$ cat src/rtl/ahbq_pkg.sv
// Package ahbq_pkg
// Shared bus encodings for the four-register slave.
// Assumes AHB-Lite transfer-type coding; bit 1 set marks an active transfer.
package ahbq_pkg;

    typedef enum logic [1:0] {
        TR_IDLE   = 2'b00,
        TR_BUSY   = 2'b01,
        TR_NONSEQ = 2'b10,
        TR_SEQ    = 2'b11
    } trans_e;

    localparam logic RESP_OKAY = 1'b0;

    // True when the transfer type carries data (NONSEQ or SEQ)
    function automatic logic is_active(input logic [1:0] tr);
        return tr[1];
    endfunction

endpackage

$ cat src/rtl/quad_addr_capture.sv
// Module quad_addr_capture
// Registers the address-phase controls: a write flag and the register index.
// Assumes the index arrives already sliced from the word-address bits.
// The flag lasts exactly one data-phase cycle; the index holds until the
// next valid address phase so read data stays selected.
module quad_addr_capture #(
    parameter int IDX_W = 2
) (
    input  logic             clk,
    input  logic             rstn,
    input  logic             sel,
    input  logic             wr,
    input  logic [1:0]       trans,
    input  logic             rdy,
    input  logic [IDX_W-1:0] addr_idx,
    output logic             wr_flag,
    output logic [IDX_W-1:0] idx_q
);
    import ahbq_pkg::*;

    logic take_phase;

    // Valid address phase for this slave
    always_comb take_phase = sel && rdy && is_active(trans);

    // Capture write intent and word index on each completed address phase
    always_ff @(posedge clk) begin
        if (!rstn) begin
            wr_flag <= 1'b0;
            idx_q   <= '0;
        end else if (rdy) begin
            wr_flag <= take_phase && wr;
            if (take_phase) begin
                idx_q <= addr_idx;
            end
        end else begin
            wr_flag <= 1'b0;
        end
    end

    AST_IDX_HOLD: assert property (@(posedge clk) disable iff (!rstn)
        !take_phase |=> $stable(idx_q)) else $error("index moved");

    AST_NO_FLAG_IDLE: assert property (@(posedge clk) disable iff (!rstn)
        (rdy && !(sel && trans[1])) |=> !wr_flag) else $error("flag set");

    AST_FLAG_ONE_SHOT: assert property (@(posedge clk) disable iff (!rstn)
        !rdy |=> !wr_flag) else $error("flag with hready low");

endmodule

$ cat src/rtl/quad_reg_bank.sv
// Module quad_reg_bank
// Holds NUM_REGS data registers. A latched write flag stores wdata into the
// register named by the latched index on the next edge.
// Assumes wr_flag and idx come from the address-phase capture stage.
module quad_reg_bank #(
    parameter int DATA_W   = 32,
    parameter int NUM_REGS = 4,
    localparam int IDX_W   = $clog2(NUM_REGS)
) (
    input  logic                             clk,
    input  logic                             rstn,
    input  logic                             wr_flag,
    input  logic [IDX_W-1:0]                 idx,
    input  logic [DATA_W-1:0]                wdata,
    output logic [NUM_REGS-1:0][DATA_W-1:0]  regs_q
);

    for (genvar g = 0; g < NUM_REGS; g++) begin : g_reg
        logic hit;

        // Decode whether this register is the write target
        always_comb hit = wr_flag && (idx == IDX_W'(g));

        // Store the data-phase write into this register
        always_ff @(posedge clk) begin
            if (!rstn) begin
                regs_q[g] <= '0;
            end else if (hit) begin
                regs_q[g] <= wdata;
            end
        end

        AST_OTHERS_KEEP: assert property (@(posedge clk) disable iff (!rstn)
            (wr_flag && idx != IDX_W'(g)) |=> $stable(regs_q[g]))
            else $error("untargeted register changed");
    end

    AST_NO_FLAG_STABLE: assert property (@(posedge clk) disable iff (!rstn)
        !wr_flag |=> $stable(regs_q)) else $error("register moved");

    AST_WRITE_LANDS: assert property (@(posedge clk) disable iff (!rstn)
        wr_flag |=> regs_q[$past(idx)] == $past(wdata))
        else $error("write lost");

endmodule

$ cat src/rtl/quad_read_mux.sv
// Module quad_read_mux
// Selects read data from the register bank by the latched index.
// Purely combinational so a write committed on the previous edge is seen.
module quad_read_mux #(
    parameter int DATA_W   = 32,
    parameter int NUM_REGS = 4,
    localparam int IDX_W   = $clog2(NUM_REGS)
) (
    input  logic [IDX_W-1:0]                 idx,
    input  logic [NUM_REGS-1:0][DATA_W-1:0]  regs,
    output logic [DATA_W-1:0]                rdata
);

    // Choose the register named by the latched index
    always_comb rdata = regs[idx];

endmodule

$ cat src/rtl/ahb_quad_reg_slave.sv
// Module ahb_quad_reg_slave
// AHB-Lite slave with four word registers; register 0 mirrors to port_out.
// Assumes the interconnect drives hsel from a partial upper-address decode;
// this block looks only at the word-index bits, so registers alias widely.
// No wait states, no error responses, no byte-lane writes.
module ahb_quad_reg_slave #(
    parameter int ADDR_W   = 32,
    parameter int DATA_W   = 32,
    parameter int NUM_REGS = 4,
    localparam int IDX_W   = $clog2(NUM_REGS),
    localparam int IDX_LSB = $clog2(DATA_W / 8)
) (
    input  logic              hclk,
    input  logic              hresetn,
    input  logic              hsel,
    input  logic [ADDR_W-1:0] haddr,
    input  logic              hwrite,
    input  logic [1:0]        htrans,
    input  logic [2:0]        hsize,
    input  logic [DATA_W-1:0] hwdata,
    input  logic              hready,
    output logic [DATA_W-1:0] hrdata,
    output logic              hreadyout,
    output logic              hresp,
    output logic [DATA_W-1:0] port_out
);
    import ahbq_pkg::*;

    logic                            wr_flag;
    logic [IDX_W-1:0]                idx_q;
    logic [NUM_REGS-1:0][DATA_W-1:0] regs;
    logic                            unused_bus_bits;

    // Fold ignored address bits and size so they are visibly unused
    always_comb unused_bus_bits = ^{haddr[ADDR_W-1:IDX_LSB+IDX_W],
                                    haddr[IDX_LSB-1:0], hsize, htrans[0]};

    quad_addr_capture #(.IDX_W(IDX_W)) u_cap (
        .clk      (hclk),
        .rstn     (hresetn),
        .sel      (hsel),
        .wr       (hwrite),
        .trans    (htrans),
        .rdy      (hready),
        .addr_idx (haddr[IDX_LSB +: IDX_W]),
        .wr_flag  (wr_flag),
        .idx_q    (idx_q)
    );

    quad_reg_bank #(.DATA_W(DATA_W), .NUM_REGS(NUM_REGS)) u_bank (
        .clk     (hclk),
        .rstn    (hresetn),
        .wr_flag (wr_flag),
        .idx     (idx_q),
        .wdata   (hwdata),
        .regs_q  (regs)
    );

    quad_read_mux #(.DATA_W(DATA_W), .NUM_REGS(NUM_REGS)) u_mux (
        .idx   (idx_q),
        .regs  (regs),
        .rdata (hrdata)
    );

    // Fixed handshake: always ready, always OKAY
    always_comb begin
        hreadyout = 1'b1;
        hresp     = RESP_OKAY;
    end

    // Register 0 drives the external port
    always_comb port_out = regs[0];

    AST_PORT_FOLLOWS: assert property (@(posedge hclk) disable iff (!hresetn)
        (wr_flag && idx_q == '0) |=> port_out == $past(hwdata))
        else $error("port not updated");

    AST_READ_AFTER_WRITE: assert property (@(posedge hclk) disable iff (!hresetn)
        (wr_flag && hsel && hready && htrans[1] && !hwrite
         && haddr[IDX_LSB +: IDX_W] == idx_q) |=> hrdata == $past(hwdata))
        else $error("stale read after write");

endmodule

$ cat config.mk
export PLATFORM = sky130hd
export DESIGN_NAME = ahb_quad_reg_slave
export DESIGN_NICKNAME = d
export VERILOG_FILES = /design/src/rtl/ahbq_pkg.sv /design/src/rtl/quad_addr_capture.sv /design/src/rtl/quad_reg_bank.sv /design/src/rtl/quad_read_mux.sv /design/src/rtl/ahb_quad_reg_slave.sv
export SDC_FILE = /design/constraint.sdc
export NUM_CORES = 1
export LEC_CHECK = 0
export BUFFER_PORTS_ARGS = -buffer_cell sky130_fd_sc_hd__clkbuf_2
export CORE_AREA = 2 2 105 107
export DETAILED_ROUTE_END_ITERATION = 8
export DIE_AREA = 0 0 107 109
export GPL_TIMING_DRIVEN = 0
export HOLD_SLACK_MARGIN = 0.15
export PLACE_DENSITY = 0.87
export SLEW_MARGIN = 40
export SYNTH_ARGS = -nofsm -noshare
export SYNTH_HDL_FRONTEND = slang
export SYNTH_SLANG_ARGS = --single-unit
export TNS_END_PERCENT = 30
$ cat constraint.sdc
create_clock -name hclk -period 2.3 [get_ports hclk]
set_input_delay 0 -clock hclk [delete_from_list [all_inputs] [get_ports hclk]]
set_output_delay 0 -clock hclk [all_outputs]
set_load 0.1 [all_outputs]
# Word level (Yosys, flattened, before mapping)
# Index checks and enable logic that the tools add are counted.
# word_totals
input_bits	74
output_inout_bits	66
register_bits	131
# classes
n_reduce_logical	10
eq_ne	3
muxes	2
n_lt_le_gt_ge	1
# op_table
cell	count
$bmux 32 s2	1
$mux 32	1
$logic_and 1x1->1	7
$eq 2x2->1 const B	2
$reduce_and 2->1	2
$lt 2x3->1 const B	1
$eq 2x1->1 const B	1
$logic_not 2->1	1

# Longest topological paths before layout
# Gate-level depths: netlist of run 1.
# logic_depth
depth_word	3
depth_mapped	5

# Hierarchy
# A second synthesis of run 1 with hierarchy kept.
# hier_totals
cells_unflattened	507
area_unflattened_um2	5741.8
# modules_own_cells
module	cells_each	area_per_inst_um2	n_inst	seq_area_each_um2
quad_reg_bank	453	4792.1	1	2562.5
quad_read_mux	39	814.5	1	0.0
quad_addr_capture	11	112.6	1	60.1
ahb_quad_reg_slave	4	22.5	1	0.0

# Worst setup path before layout of run 1
# OpenSTA, ideal clock, no wires.
# synth_timing
path_kind	register to output
startpoint	register u_cap.idx_q[0]
endpoint	output hrdata[0]
path_stages_with_launch	3
path_slack_ns	0.863
n_path_buf	1
t_arrival_ns	1.437
cell_sequence	dfxtp_1 > buf_6 > mux4_1
# synth_between
elab_chain_len	2
# synth_rtl
element	line	rtl
from (decl)	quad_addr_capture.sv:17	output logic [IDX_W-1:0] idx_q
from (signal assigned)	quad_addr_capture.sv:34	idx_q <= addr_idx;
$bmux 32 s2	quad_read_mux.sv:15	always_comb rdata = regs[idx];
$mux 32 (implied by the code)	quad_read_mux.sv:15	
to (decl)	ahb_quad_reg_slave.sv:22	output logic [DATA_W-1:0] hrdata,
# Every way passes these cells. The select of a mux whose other input is x is not followed.

# Worst setup path in the final report of run 1
# layout_timing
startpoint	register u_cap.idx_q[0]
endpoint	output hrdata[21]
# Same word-level chain as after synthesis.

==> results_dict.tcl, run 1 <==
set metrics [dict create \
    setup_viol 0 \
    syn_nets 614 \
    final_cell_mix "164 x nand2_1, 131 x dfxtp_1, 130 x mux2i_1" \
    timing.final.crit_share_pct 94.4 \
    drt_iter0_markers 211 \
    grt_pass1_wl_mm 24.3 \
    tightest_slew_ps 621 \
    finalSetupTns_ps 0 \
    synth_cell_types 15 \
    routedWlPerCell_um 17.7 \
    start_util_pct 56.1 \
    rsz0062_at_grt "false" \
    slew_viol_final 0 \
    h-tree-depth 4 \
    num_rows 38 \
    die-area_mm2 0.0117 \
    cpMostUsedCell "buf_6" \
    max_freq_mhz 460 \
    cp_cell_sequence "buf_6 -> buf_6 -> buf_4 -> mux4_2 -> clkbuf_2" \
    ctsResizeCount 0 \
    place_congestion 0.819 \
    clkSinkCount 131 \
    fp.dieW_um 107 \
    drc 0 \
    design_power_total_mw 5.22 \
    vias_per_cell 5.45 \
    syn-cell-area_mm2 0.00595 \
    synth-seq-area-share_pct 44.1 \
    crit_fanout 10 \
    fp.dieH_um 109 \
    syn_to_final_growth_pct 28.6 \
    fin_crit_ps 2170 \
    track_usage_pct 27.3 \
    grt_pass1_vias 5032 \
    worstSetupEndpointType "output pin" \
    cts_setup_buffers 0 \
    relSlewSlack_pct 58.6 \
    clock_path_buffers 2 \
    holdBufCountCts 46 \
    num_vias 4683 \
    crit_slowest_cell "clkbuf_2" \
    root_buffer "clkbuf_8" \
    dp_hpwl_mm 9.80 \
    avgSynthCellArea_um2 11.0 \
    core_mm2 0.0106 \
    outcome "completed" \
    cap_violations 0 \
    clk_pin_slew_ps 60 \
    hold_violations 0 \
    ir_drop_mv 0.439 \
    wirelength_mm 15.2 \
    grt-ovfl-total 0 \
    cts-buffers-inserted 17 \
    firstDrtPassIters 5 \
    worst-setup-path-type "flop to output pin" \
    hp-class "input port to flop" \
    yosysWarnings 0 \
    hold_ws_ps 341 \
    clock_latency_ps 530 \
    required_ps 2300 \
    numPortBuffers 102 \
    ys_ff_latch 131 \
    grt_start_max_net_pins 17 \
    syn_inst 540 \
    final_common_cell "nand2_1" \
    io_pins 140 \
    startpoint_type "flop" \
    fin_nets 781 \
    drive_gt1_share_pct 31.0 \
    cpPeakStageDelay_ps 390 \
    power.density_mw_per_mm2 682 \
    finClkSkew_ps 8.50 \
    diodes 0 \
    p_leak_nw 3.78 \
    arrival_ps 2170 \
    postRouteAntennaNets 0 \
    antenna_found_initial 0 \
    cts_tree "built" \
    utilization_pct 72.1 \
]
state kept, by name, summed over array words and instances, names as in the netlist:
name and flops:
u_bank.regs_q 128, u_cap.wr_flag 1, u_cap.idx_q 2
cell usage after synthesis, drive strengths merged:
cell | instances | area, um2
nand3 | 1 | 10.0
dfxtp | 131 | 2620
and3 | 2 | 12.5
mux4 | 32 | 751
clkbuf | 11 | 41.3
conb | 2 | 7.51
nand2 | 164 | 616
buf | 64 | 561
nand3b | 2 | 15.0
nor3b | 1 | 12.5
mux2i | 130 | 1300
layout make-up:
cell class	count	area, um2
clock buffers	20	445
repair buffers	148	971
multi-input cells	334	2730
plain buffers	75	602
flip-flops and latches	131	2620
well taps	140	175
fillers	697	2950
clock inverters	12	108
layer usage:
| layer | up-vias | GRT usage [%] | part of all wire, % |
|---|---|---|---|
| met5 | - | 0 | 0 |
| met4 | 0 | 10.9 | 2.2 |
| met3 | 34 | 6.87 | 5.5 |
| met2 | 164 | 49.5 | 51 |
| met1 | 2332 | 30.7 | 41 |
| li1 | 2153 | - | - |
metrics by stage:
stage,worst slack [ps],instances,instance area (um2)
after detailed placement,692,782,6640
after global placement,697,782,6640
after CTS,132,860,7650
after global routing,86.1,860,7650
final,128,860,7650
after floorplan,863,540,5950
logic make-up after synthesis:
group	Yosys count	synth area share (%)
and+or+nand+nor	170	11.2
muxes	162	34.5
DFF	131	44.1
buffers and inverters	75	10.1
other	2	0.126
power by group:
group | internal [mW] | switching (mW)
Combinational | 0.149 | 0.277
Clock | 1.49 | 1.01
Sequential | 2.28 | 0.00748
Total | 3.92 | 1.30
critical path, delay by kind of cell (launching register included):
kind / cells / cell delay (ps)
muxes: 1 / 350
buffers and inverters: 4 / 970
DFF: 1 / 320
worst paths after layout:
| path | from | to | slack, ps | cells after the start |
|---|---|---|---|---|
| worst max-delay path | u_cap.idx_q[0] | hrdata[21] | 130 | 5 |
| worst min-delay path | hwdata[20] | u_bank.regs_q[52] | 340 | 4 |
| worst max register to register | u_cap.idx_q[0] | u_cap.idx_q[0] | 520 | 6 |
| worst min register to register | u_bank.regs_q[103] | u_bank.regs_q[103] | 460 | 2 |
Power figures use the tool's default switching activity.
==> run 2: changes to the inputs <==
--- a/config.mk
+++ b/config.mk
@@ -6,14 +6,15 @@
 export NUM_CORES = 1
 export LEC_CHECK = 0
 export BUFFER_PORTS_ARGS = -buffer_cell sky130_fd_sc_hd__clkbuf_2
-export CORE_AREA = 2 2 105 107
+export CORE_AREA = 2 2 104 106
 export DETAILED_ROUTE_END_ITERATION = 8
-export DIE_AREA = 0 0 107 109
+export DIE_AREA = 0 0 106 108
 export GPL_TIMING_DRIVEN = 0
 export HOLD_SLACK_MARGIN = 0.15
 export PLACE_DENSITY = 0.87
 export SLEW_MARGIN = 40
 export SYNTH_ARGS = -nofsm -noshare
 export SYNTH_HDL_FRONTEND = slang
+export SYNTH_HIERARCHICAL = 1
 export SYNTH_SLANG_ARGS = --single-unit
 export TNS_END_PERCENT = 30
==> results_dict.tcl, run 2 <==
set metrics [dict create \
    ys_ff_latch 131 \
    num_rows 37 \
    p_leak_nw 3.59 \
    start_util_pct 56.1 \
    fin_crit_ps 2230 \
    yosysWarnings 6 \
    r2r_cells 3 \
    power.density_mw_per_mm2 717 \
    finalSetupTns_ps 0 \
    antenna_found_initial 0 \
    vias_per_cell 5.50 \
    grt_pass1_wl_mm 23.6 \
    required_ps 2300 \
    yosysMostFrequentCell "nand2_1" \
    syn_to_final_growth_pct 29.0 \
    firstDrtPassIters 4 \
    slew_viol_final 0 \
    h-tree-depth 4 \
    synthArstFlopShare_pct 0 \
    final_cell_mix "164 x nand2_1, 131 x dfxtp_1, 130 x mux2i_1" \
    drt_iter0_markers 229 \
    timing.final.crit_share_pct 97.2 \
    synth_commonest_cells "164 x nand2_1, 131 x dfxtp_1, 130 x mux2i_1" \
    final_common_cell "nand2_1" \
    num_vias 4499 \
    grt_start_max_net_pins 17 \
    clock_latency_ps 520 \
    reg_top3 "u_bank/regs_q: 128 flops, u_cap/idx_q: 2 flops, u_cap/wr_flag: 1 flops" \
    place_congestion 0.829 \
    clock_path_buffers 2 \
    synthTopCellsByArea "dfxtp_1 46%, mux2i_1 23%, mux4_2 12%" \
    setup_viol 0 \
    top_register "u_bank/regs_q" \
    die-area_mm2 0.0114 \
    drc 0 \
    track_usage_pct 26.7 \
    core_mm2 0.0102 \
    hold_violations 0 \
    worstSetupEndpointType "output pin" \
    synth_top_area_cell "dfxtp_1" \
    syn-cell-area_mm2 0.00574 \
    dp_hpwl_mm 9.44 \
    diodes 0 \
    synth_cell_types 17 \
    hold_ws_ps 215 \
    syn_inst 507 \
    clkSinkCount 131 \
    fp.dieH_um 108 \
    cts_setup_buffers 0 \
    grt-ovfl-total 0 \
    avgSynthCellArea_um2 11.3 \
    tightest_slew_ps 595 \
    io_pins 140 \
    synth-seq-area-share_pct 45.7 \
    max_freq_mhz 447 \
    holdPathStages 5 \
    grt_pass1_vias 4840 \
    fp.dieW_um 106 \
    ir_drop_mv 0.525 \
    crit_fanout 10 \
    outcome "completed" \
    place_inst 746 \
    wirelength_mm 14.5 \
    drive_gt1_share_pct 30.5 \
    rsz0062_at_grt "false" \
    root_buffer "clkbuf_8" \
    routedWlPerCell_um 17.7 \
    fin_nets 743 \
    utilization_pct 72.4 \
    worst-setup-path-type "flop to output pin" \
    arrival_ps 2230 \
    relSlewSlack_pct 60.4 \
    ys.flop_type "dfxtp_1" \
    postRouteAntennaNets 0 \
    clk_pin_slew_ps 60 \
    largest_reg_flops 128 \
    synth_top_cell_area_share_pct 45.7 \
    syn_nets 581 \
    finClkSkew_ps 7.51 \
    cts-buffers-inserted 17 \
    fin_cells 818 \
    hp-class "input port to flop" \
    numPortBuffers 103 \
    cap_violations 0 \
    cts_tree "built" \
    startpoint_type "flop" \
    synth_edf_count 0 \
]
## run 2: cell types whose count changed after synthesis, moves of 3 or more
| cell | before | now |
|---|---|---|
| buf_2 | 7 | 17 |
| buf_12 | 0 | 6 |
| mux4_1 | 8 | 2 |
| clkbuf_1 | 11 | 2 |
| buf_8 | 9 | 6 |
| mux4_2 | 24 | 30 |
| buf_4 | 40 | 4 |
## run 2: path summary, 6_finish.rpt
| kind | start | endpoint | slack (ps) |
|---|---|---|---|
| setup / recovery | u_cap/idx_q[0] | hrdata[22] | 70 |
| hold / removal | hresetn | u_bank/regs_q[100] | 220 |
| setup reg to reg | u_cap/idx_q[1] | u_cap/idx_q[1] | 930 |
| hold reg to reg | u_bank/regs_q[81] | u_bank/regs_q[81] | 460 |
## run 2: stage by stage
stage          total power [mW]  worst slack (ps)  area [um2]
4_1_cts                    5.33              37.3        7410
3_5_place_dp               2.69               591        6430
6_report                   5.32              65.3        7410
5_1_grt                    5.47             0.645        7410
3_3_place_gp               2.69               597        6430
2_1_floorplan              2.60               346        5740
## run 2: cell type report
| type | instances | area [um2] |
|---|---|---|
| fillers | 677 | 2820 |
| flip-flops and latches | 131 | 2620 |
| multi-input cells | 334 | 2710 |
| clock buffers | 18 | 428 |
| plain buffers | 42 | 412 |
| repair buffers | 143 | 916 |
| clock inverters | 14 | 154 |
| well taps | 136 | 170 |
## run 2: metal layers
layer | vias to the layer above | part of all wire [%] | global-route usage [%]
met4 | 0 | 2.2 | 9.59
met2 | 173 | 52 | 48.0
met3 | 34 | 6.1 | 6.81
li1 | 2074 | - | -
met1 | 2218 | 40 | 30.8
met5 | - | 0 | 0
## run 2: cell families after synthesis
group                  Yosys count  share of synthesized area [%]
flip-flops                     131                           45.7
buffers and inverters           42                           7.17
AND/OR/NAND/NOR                170                           11.7
other                            2                          0.131
multiplexers                   162                           35.3
## run 2: critical path: stages (launching register included)
cell	delay (ps)
dfxtp_1	460
buf_6	200
buf_12	160
mux4_2	520
clkbuf_2	390
## run 2: power breakdown
part	internal [mW]	switching (mW)	leakage (nW)	total, mW
Clock	1.58	1.03	0.266	2.61
Combinational	0.143	0.270	2.27	0.412
Sequential	2.28	0.00987	1.06	2.29
Total	4.00	1.31	3.59	5.32
## run 2: timing repair
item | in CTS | in global routing
endpoints found under the setup margin | 0 | 8
endpoints found under the hold margin | 131 | 0
resized for setup | 0 | 8
hold buffers | 40 | 0
==> run 3: changes to the inputs <==
--- a/config.mk
+++ b/config.mk
@@ -6,9 +6,9 @@
 export NUM_CORES = 1
 export LEC_CHECK = 0
 export BUFFER_PORTS_ARGS = -buffer_cell sky130_fd_sc_hd__clkbuf_2
-export CORE_AREA = 2 2 104 106
+export CORE_AREA = 2 2 74 147
 export DETAILED_ROUTE_END_ITERATION = 8
-export DIE_AREA = 0 0 106 108
+export DIE_AREA = 0 0 76 149
 export GPL_TIMING_DRIVEN = 0
 export HOLD_SLACK_MARGIN = 0.15
 export PLACE_DENSITY = 0.87
==> results_dict.tcl, run 3 (same netlist as run 2, synthesis figures left out) <==
set metrics [dict create \
    outcome "completed" \
    numPortBuffers 103 \
    timing.final.crit_share_pct 94.4 \
    finClkSkew_ps 5.60 \
    track_usage_pct 25.6 \
    startpoint_type "flop" \
    grt-ovfl-total 0 \
    hp-class "input port to flop" \
    hold_violations 0 \
    p_leak_nw 3.61 \
    cts-buffers-inserted 17 \
    pwr-share-clk_pct 50.6 \
    top_register "u_bank/regs_q" \
    fin_crit_ps 2170 \
    worstSetupEndpointType "output pin" \
    diodes 0 \
    fp.dieW_um 76 \
    tightest_slew_ps 568 \
    clk_pin_slew_ps 60 \
    fill_cells 655 \
    regArea_mm2 0.00262 \
    arrival_ps 2170 \
    grt_start_max_net_pins 17 \
    r2r-start "u_cap/idx_q[1]" \
    dp_hpwl_mm 9.01 \
    setup_viol 0 \
    r2r_cells 3 \
    num_vias 4399 \
    crit_fanout 10 \
    root_buffer "clkbuf_16" \
    fp.dieH_um 149 \
    power.internal_mw 4.18 \
    crit_start "u_cap/idx_q[0]" \
    reg_top3 "u_bank/regs_q: 128 flops, u_cap/idx_q: 2 flops, u_cap/wr_flag: 1 flops" \
    clkSinkCount 131 \
    min_from "hresetn" \
    r2r-end "u_cap/idx_q[1]" \
    max_freq_mhz 461 \
    grt_pass1_wl_mm 22.5 \
    place_congestion 0.777 \
    final_cell_area_mm2 0.00744 \
    r2r_slack_ps 850 \
    ir_drop_mv 0.710 \
    final_common_cell "nand2_1" \
    largest_reg_flops 128 \
    fin_nets 743 \
    rsz0062_at_grt "false" \
    drc 0 \
    place_area_mm2 0.00643 \
    place_inst 747 \
    io_pins 140 \
    final_cell_mix "164 x nand2_1, 131 x dfxtp_1, 130 x mux2i_1" \
    relSlewSlack_pct 62.1 \
    multiInputGateArea_mm2 0.00271 \
    grt_pass1_vias 4558 \
    cpPeakStageDelay_ps 530 \
    fin_cells 819 \
    cap_violations 0 \
    clock_latency_ps 420 \
    num_rows 53 \
    crit_slowest_cell "mux4_2" \
    die-area_mm2 0.0113 \
    h-tree-depth 4 \
    vias_per_cell 5.37 \
    hold_end "u_bank/regs_q[95]" \
    syn_to_final_growth_pct 29.6 \
    finalSetupTns_ps 0 \
    worst-setup-path-type "flop to output pin" \
    design_power_total_mw 5.47 \
    clock_path_buffers 2 \
    swShare_pct 23.6 \
    required_ps 2300 \
    slew_viol_final 0 \
    firstDrtPassIters 4 \
    postRouteAntennaNets 0 \
    wirelength_mm 14.3 \
    switchingPower_mw 1.29 \
    holdPathStages 5 \
    routedWlPerCell_um 17.4 \
    comb_power_share_pct 7.5 \
    start_util_pct 55.9 \
    drive_gt1_share_pct 30.5 \
    cts_setup_buffers 0 \
    drt_iter0_markers 216 \
    core_mm2 0.0103 \
    power.density_mw_per_mm2 735 \
    seq_power_share_pct 41.9 \
    hold_ws_ps 296 \
    cts_tree "built" \
    antenna_found_initial 0 \
    cp_cell_sequence "buf_6 -> buf_12 -> mux4_2 -> clkbuf_2" \
]
-- run 3: cell count changes in the layout (fill, tap and decap cells not counted), sizes merged --
cell      change
clkbuf        +9
buf           -8
clkinv        +2
clkinvlp      -2
inv           -2
bufinv        +1
-- run 3: power by group through the flow --
stage	Sequential (mW)	Clock (mW)	Combinational (mW)
2_1_floorplan	2.39	0	0.209
3_3_place_gp	2.34	0	0.350
4_1_cts	2.29	2.79	0.406
5_1_grt	2.29	2.91	0.431
6_report	2.29	2.77	0.412
3_5_place_dp	2.34	0	0.353
-- run 3: through the flow --
stage                     setup WS (ps)  utilization (%)
after global routing               44.7             72.4
final                               129             72.4
after global placement              608             62.5
after detailed placement            581             62.5
after floorplan                     346                -
after CTS                           123             72.4
-- run 3: cell type report --
cell class | count | share of cell area [%]
Buffer | 42 | 5.53
Clock buffer | 19 | 6.09
Clock inverter | 13 | 2.12
Multi-Input combinational cell | 334 | 36.4
Sequential cell | 131 | 35.3
Tap cell | 137 | 2.30
Timing Repair Buffer | 143 | 12.3
-- run 3: worst max-delay path by stage --
stage | endpoint | slack [ps] | cells after the start
after CTS | hrdata[8] | 120 | 4
after global placement | hrdata[5] | 610 | 4
after global routing | hrdata[5] | 40 | 4
after floorplan | hrdata[0] | 350 | 1
final | hrdata[8] | 130 | 4
after detailed placement | hrdata[5] | 580 | 4
-- run 3: critical path, delay by kind of cell (launching register included) --
kind / cells / cell delay [ps]
muxes: 1 / 530
buffers and inverters: 3 / 740
DFF: 1 / 460
-- run 3: timing repair --
item | in CTS | in global routing
gates resized for setup | 0 | 0
endpoints found under the hold margin | 131 | 0
hold buffers | 40 | 0
endpoints found under the setup margin | 0 | 0
-- run 3: routing by layer --
layer	track usage, %	vias to the layer above	wire length, um
met3	7.75	37	783
met5	0	-	0
met1	28.7	2141	5590
met4	11.1	0	402
li1	-	2066	-
met2	45.1	155	7490
